File: config.mk
export PLATFORM = sky130hd
export DESIGN_NAME = scr_status_reg
export DESIGN_NICKNAME = d
export VERILOG_FILES = /design/src/rtl/scr_pkg.sv /design/src/rtl/scr_ctrl.sv /design/src/rtl/scr_datapath.sv /design/src/rtl/scr_status_reg.sv
export SDC_FILE = /design/constraint.sdc
export NUM_CORES = 1
export LEC_CHECK = 0
export BUFFER_PORTS_ARGS = -buffer_cell sky130_fd_sc_hd__clkbuf_2
export CAP_MARGIN = 30
export CORE_AREA = 5 5 42 44
export DETAILED_ROUTE_END_ITERATION = 8
export DIE_AREA = 0 0 47 49
export HOLD_SLACK_MARGIN = 0.02
export PLACE_DENSITY = 0.75
export SETUP_SLACK_MARGIN = 0.1
export SYNTH_ARGS = -nofsm -noshare
export SYNTH_HDL_FRONTEND = slang
export SYNTH_SLANG_ARGS = --single-unit
File: constraint.sdc
create_clock -name clk -period 2.1 [get_ports clk]
set_input_delay 0.21 -clock clk [delete_from_list [all_inputs] [get_ports clk]]
set_output_delay 0.21 -clock clk [all_outputs]
set_load 0.1 [all_outputs]
File: src/rtl/scr_pkg.sv
package scr_pkg;
  localparam int REG_W = 8;
  localparam int HEALTH_BIT = 7;
  localparam int SIGVAL_BIT = 6;
  localparam int GATE_BIT   = 5;
  localparam int RESET_BIT  = 4;

  typedef struct packed {
    logic accept;   // addressed access, store idle
    logic refuse;   // addressed access, store busy
    logic capture;  // accepted read: load snapshot
    logic loadReq;  // accepted write with power pin low
  } scrStrobes_t;
endpackage

File: src/rtl/scr_ctrl.sv
module scr_ctrl
  import scr_pkg::*;
#(
  parameter int DEV_W = 4,
  parameter int ADDR_W = 8,
  parameter logic [DEV_W-1:0] DEV_CODE = 4'b1001,
  parameter logic [ADDR_W-1:0] REG_ADDR = 8'h02
) (
  input  logic [DEV_W-1:0]  devSel,
  input  logic [ADDR_W-1:0] wordAddr,
  input  logic              rdStb,
  input  logic              wrStb,
  input  logic              nvBusy,
  input  logic              pwrEnPin,
  output scrStrobes_t       strobes
);
  logic devHit;
  logic addrHit;
  logic anyStb;
  logic addressed;

  always_comb begin
    devHit    = (devSel == DEV_CODE);
    addrHit   = (wordAddr == REG_ADDR);
    anyStb    = rdStb | wrStb;
    addressed = devHit & addrHit & anyStb;

    strobes.accept  = addressed & ~nvBusy;
    strobes.refuse  = addressed & nvBusy;
    strobes.capture = addressed & ~nvBusy & rdStb;
    strobes.loadReq = addressed & ~nvBusy & wrStb & ~pwrEnPin;
  end
endmodule

File: src/rtl/scr_datapath.sv
module scr_datapath
  import scr_pkg::*;
(
  input  logic             clk,
  input  logic             rstN,
  input  scrStrobes_t      strobes,
  input  logic             wrGateBit,
  input  logic             healthyN,
  input  logic             sigValidN,
  input  logic             inReset,
  input  logic             hwGateEn,
  output logic             gateReq,
  output logic             gateOn,
  output logic [REG_W-1:0] rdData,
  output logic             ackOut,
  output logic             busyOut
);
  logic [REG_W-1:0] snapshot;

  assign gateOn = gateReq | hwGateEn;

  always_comb begin
    snapshot = '0;
    snapshot[HEALTH_BIT] = healthyN;
    snapshot[SIGVAL_BIT] = sigValidN;
    snapshot[GATE_BIT]   = gateOn;
    snapshot[RESET_BIT]  = inReset;
  end

  always_ff @(posedge clk or negedge rstN) begin
    if (!rstN) begin
      gateReq <= 1'b0;
      rdData  <= '0;
      ackOut  <= 1'b0;
      busyOut <= 1'b0;
    end else begin
      ackOut  <= strobes.accept;
      busyOut <= strobes.refuse;
      if (strobes.capture) rdData <= snapshot;
      if (strobes.loadReq) gateReq <= wrGateBit;
    end
  end
endmodule

File: src/rtl/scr_status_reg.sv
module scr_status_reg
  import scr_pkg::*;
#(
  parameter int DEV_W = 4,
  parameter int ADDR_W = 8,
  parameter logic [DEV_W-1:0] DEV_CODE = 4'b1001,
  parameter logic [ADDR_W-1:0] REG_ADDR = 8'h02
) (
  input  logic              clk,
  input  logic              rstN,
  input  logic [DEV_W-1:0]  devSel,
  input  logic [ADDR_W-1:0] wordAddr,
  input  logic              rdStb,
  input  logic              wrStb,
  input  logic [REG_W-1:0]  wrData,
  input  logic              nvBusy,
  input  logic              pwrEnPin,
  input  logic              healthyN,
  input  logic              sigValidN,
  input  logic              inReset,
  input  logic              hwGateEn,
  output logic              gateReq,
  output logic              gateOn,
  output logic [REG_W-1:0]  rdData,
  output logic              ackOut,
  output logic              busyOut
);
  scrStrobes_t strobes;
  logic unusedWrBits;

  // only the gate-control bit is writable; the rest is dropped
  assign unusedWrBits = ^{wrData[REG_W-1:GATE_BIT+1], wrData[GATE_BIT-1:0]};

  scr_ctrl #(
    .DEV_W(DEV_W), .ADDR_W(ADDR_W), .DEV_CODE(DEV_CODE), .REG_ADDR(REG_ADDR)
  ) ctrl_i (
    .devSel(devSel), .wordAddr(wordAddr), .rdStb(rdStb), .wrStb(wrStb),
    .nvBusy(nvBusy), .pwrEnPin(pwrEnPin), .strobes(strobes)
  );

  scr_datapath dp_i (
    .clk(clk), .rstN(rstN), .strobes(strobes), .wrGateBit(wrData[GATE_BIT]),
    .healthyN(healthyN), .sigValidN(sigValidN), .inReset(inReset),
    .hwGateEn(hwGateEn), .gateReq(gateReq), .gateOn(gateOn),
    .rdData(rdData), .ackOut(ackOut), .busyOut(busyOut)
  );
endmodule

* Yosys cells after proc, flatten, opt, wreduce, memory -nomap -nowiden *
Cells that the tools add are included.

storage, ports and cells
  register bits = 7
  input port bits = 30
  word-level logic and storage cells = 17

operators by class
  equal/unequal tests = 2
  bitwise logic cells = 11

operators with widths
  cell                                                                    number
  8-bit by 2-bit equality test with 1-bit output (second input constant)  1
  1-bit bitwise AND                                                       7
  4-bit equality test (second input constant)                             1
  1-bit NOT                                                               2
  1-bit OR                                                                2

* Logic depth before layout (Yosys ltp) *
  depth after elaboration = 6
  gate-level depth with buffers = 3
  mapped depth without buffers = 3

* Hierarchy *
A second synthesis with hierarchy kept.

second synthesis, totals
  cells, all modules = 29
  area, all modules = 362.8 sq um

by module, submodules not included
  module        times used  cells each  area each (sq um)  sequential area each (sq um)
  scr_datapath  1           18          277.8              175.2
  scr_ctrl      1           11          85.1               0.0

* Least setup slack after synthesis *
OpenSTA, ideal clock, no wires.

  kind = register to register
  start = reg dp_i.gateReq
  end = reg dp_i.rdData[5]
  library setup time = 0.126 ns
  arrival time = 1.733 ns
  setup slack = 0.241 ns
  stages on the path, launching flop included = 3
  period minus slack after synthesis = 1.859 ns
  cell sequence = dfrtp_1 > or2_2 > mux2_2

between the ends
  cells in the longest elaborated chain, start to end = 1

ends and longest elaborated chain
  what                    RTL line              text
  start, declared         scr_datapath.sv:12    output logic gateReq,
  start signal, assigned  scr_datapath.sv:40    if (strobes.loadReq) gateReq <= wrGateBit;
  1-bit OR                scr_datapath.sv:20    assign gateOn = gateReq | hwGateEn;
  via gateOn              scr_status_reg.sv:23  output logic gateOn,
  end signal, assigned    scr_datapath.sv:39    if (strobes.capture) rdData <= snapshot;
  end, declared           scr_datapath.sv:14    output logic [REG_W-1:0] rdData,

The timed path passes the listed nets, and every way through them passes these cells.
A chain may end at the register's enable or synchronous reset.

* Final worst setup path *
  start = reg dp_i.gateReq
  end = out gateOn

between the ends
  cells in the longest elaborated chain, start to end = 1

ends and longest elaborated chain
  what           RTL line
  1-bit OR       scr_datapath.sv:20
  end, declared  scr_status_reg.sv:23

No other way between the ends.

==> run metrics <==
NetSw about 100 uW; drt wl/cell 11.42 um; asr flop ratio synth 100.0%; via count 336; startpoint types flop; Fmax achieved 673.6 MHz; CTS Buf Count 3; Cells after Synth 29; sequential share of power 41.1%; Critical Path RT 1.89 ns; Worst IR Drop VDD roughly 0.38 mV; largest cells by area after synthesis dfrtp_1 46%, mux2_2 8.8%, buf_4 7.8%, nor4b_4 6.2%, mux2_1 5.9%; via/cell ratio about 4.3; WHS Path Cells 2; # DRC 0; clock sink total 7; Synth area leader dfrtp_1; Placer Congestion 0.6914; largest family of logic cells by synthesized area simple AND/OR/NAND/NOR gates; ys flop type dfrtp_1; Setup crit end kind output port; Buffers on Ports 30; sequential fraction of the synthesis area 45.75%; vias in the first global route ~370; Skew-Pair Late Insertion Delay 0.24 ns; Root Buffer Master clkbuf_4; boundary pin count 42; Netlist cell types 16; RSZ-0062 raised after global routing no; Synth Area in Compound Gates 0%; Fin Setup TNS 0 ns; First-pass DRT Iterations 1; crit path DAT 1.27 ns; GRT Total Usage 9.703%; design area ~570 sq um; Setup WS pre-CTS 0.7129 ns; largest net degree at the start of global routing 8; top-count cell post-synth dfrtp_1; first-pass GRT wire length 1.518 mm; CTS tree yes; worst slew pin tran 0.5513 ns; Final WS setup 0.6154 ns; depth of the worst register-to-register path 2; Hold WS approximately 0.18 ns; layout cells sized above 1 65.08%; Die W 47 um; status finished clean; worst hold path type in2reg; Post-Route Skew 0.00005607 ns; Crit Path Max Fanout 3; area post-placement 534.3 sq um; Core Region 1401 sq um; Slew headroom between 60% and 70%; Nets 94; flops & latches, synth 7; Antenna Nets Post-Route 0; Max clock buf depth 2; crit share post-route 70.70%; initial antenna violation count 0; fin crit period 1.485 ns; Leak roughly 0.00032 uW; die area roughly 2300 sq um; cell-internal power 229.6 uW; Gate power share 23.4%; Post-Syn Area 382.9 sq um; MaxCap Viol Count 0; Area Overhead vs Synth 49.02%; XOR/XNOR Fraction of Synth Area 0%; clk slew on worst S/H paths 0.05 ns; EDFF count, synth 0; # H-tree levels 1; initial core utilization 27.32%; # diodes 0; grt total ovfl 0; Die H 49 um; WS Path Type reg2out; final setup violation count 0; P per Cell Area about 580 nW/um^2; max-slew violations 0; sw frac between 30% and 40%; # fillers around 150; top cells by count, synth 7 x dfrtp_1, 4 x buf_4, 3 x mux2_2; Syn Area/Cell about 13 sq um; DRT Wirelength 902 um; initial DRC count 0; Synth top area share ~46%; mux cell area share after synthesis 14.71%; Simple-Gate Fraction of Synth Area between 30% and 40%; Clk network pwr share 35.5%; endpoints failing hold 0; Rows 14; Synth Area in Adders 0%; Yosys warning count 0
[state kept, by name, summed over array words and instances (netlist names)]
| name | flops |
|---|---|
| dp_i.gateReq | 1 |
| dp_i.busyOut | 1 |
| dp_i.rdData | 4 |
| dp_i.ackOut | 1 |
[worst paths after layout]
path                                  end      startpoint  slack, ns
max                                gateOn    dp_i.gateReq       0.62
min                           dp_i.ackOut          nvBusy       0.18
max reg2reg                dp_i.rdData[5]    dp_i.gateReq       1.07
min reg2reg                dp_i.rdData[6]  dp_i.rdData[6]       0.50
max in group asynchronous  dp_i.rdData[4]            rstN       1.60
min in group asynchronous  dp_i.rdData[7]            rstN       0.34
[metal layers]
layer / up-vias / routed length [um] / global-route usage (%)
met5: - / 0 / 0
met4: 0 / 0 / 2.765
met3: 0 / 97 / 7.749
met2: 14 / 556 / 16.52
met1: 155 / 248 / 8.277
li1: 167 / - / -
[final cells by class]
class,count,area (sq um),area share [%]
multi-input combinational,21,188.9,33.11
sequential,7,175.2,30.70
timing repair buffer,31,160.2,28.07
clock buffer,4,26.28,4.605
tap,16,20.02,3.509
[power groups by stage]
stage / clock network, uW / registers [uW] / logic, uW
after floorplan: 0 / 139 / 52.8
after global placement: 0 / 138 / 75.1
final: 117 / 135 / 77.2
after CTS: 124 / 135 / 77.9
after global routing: 138 / 135 / 82.2
after detailed placement: 0 / 138 / 76.2
[per-stage QoR]
step,power [uW],util (%),std cells
detailed placement,213.8,38.13,74
global route,355.4,40.71,79
finish,329.5,40.71,79
CTS,337.7,40.71,79
global placement,212.8,38.13,74
floorplan,192.0,-,32
[worst max-delay path: stages (launching register included)]
cell and delay, ns:
dfrtp_1 0.37, or2_2 0.28, clkbuf_2 0.37
[repair_timing]
item,CTS,global route
hold buffers,1,0
resized for setup,0,0
setup buffers,0,0
hold endpoints to repair,7,0
[cell families after synthesis]
kind of cell,Yosys count
flops,7
other cells,1
buf+inv,4
simple gates,12
mux,5
[placed cells by master, fill, tap and decap left out, drive strengths merged]
master,count
clkbuf,34
nor4,1
dlygate4sd3,1
or2,1
nor4b,1
dfrtp,7
mux2,5
nor2,1
nand3,1
nor3,1
nor2b,1
nand4,2
nor3b,2
conb,4
and4bb,1
Note: power is estimated with default switching activity, not from simulation.
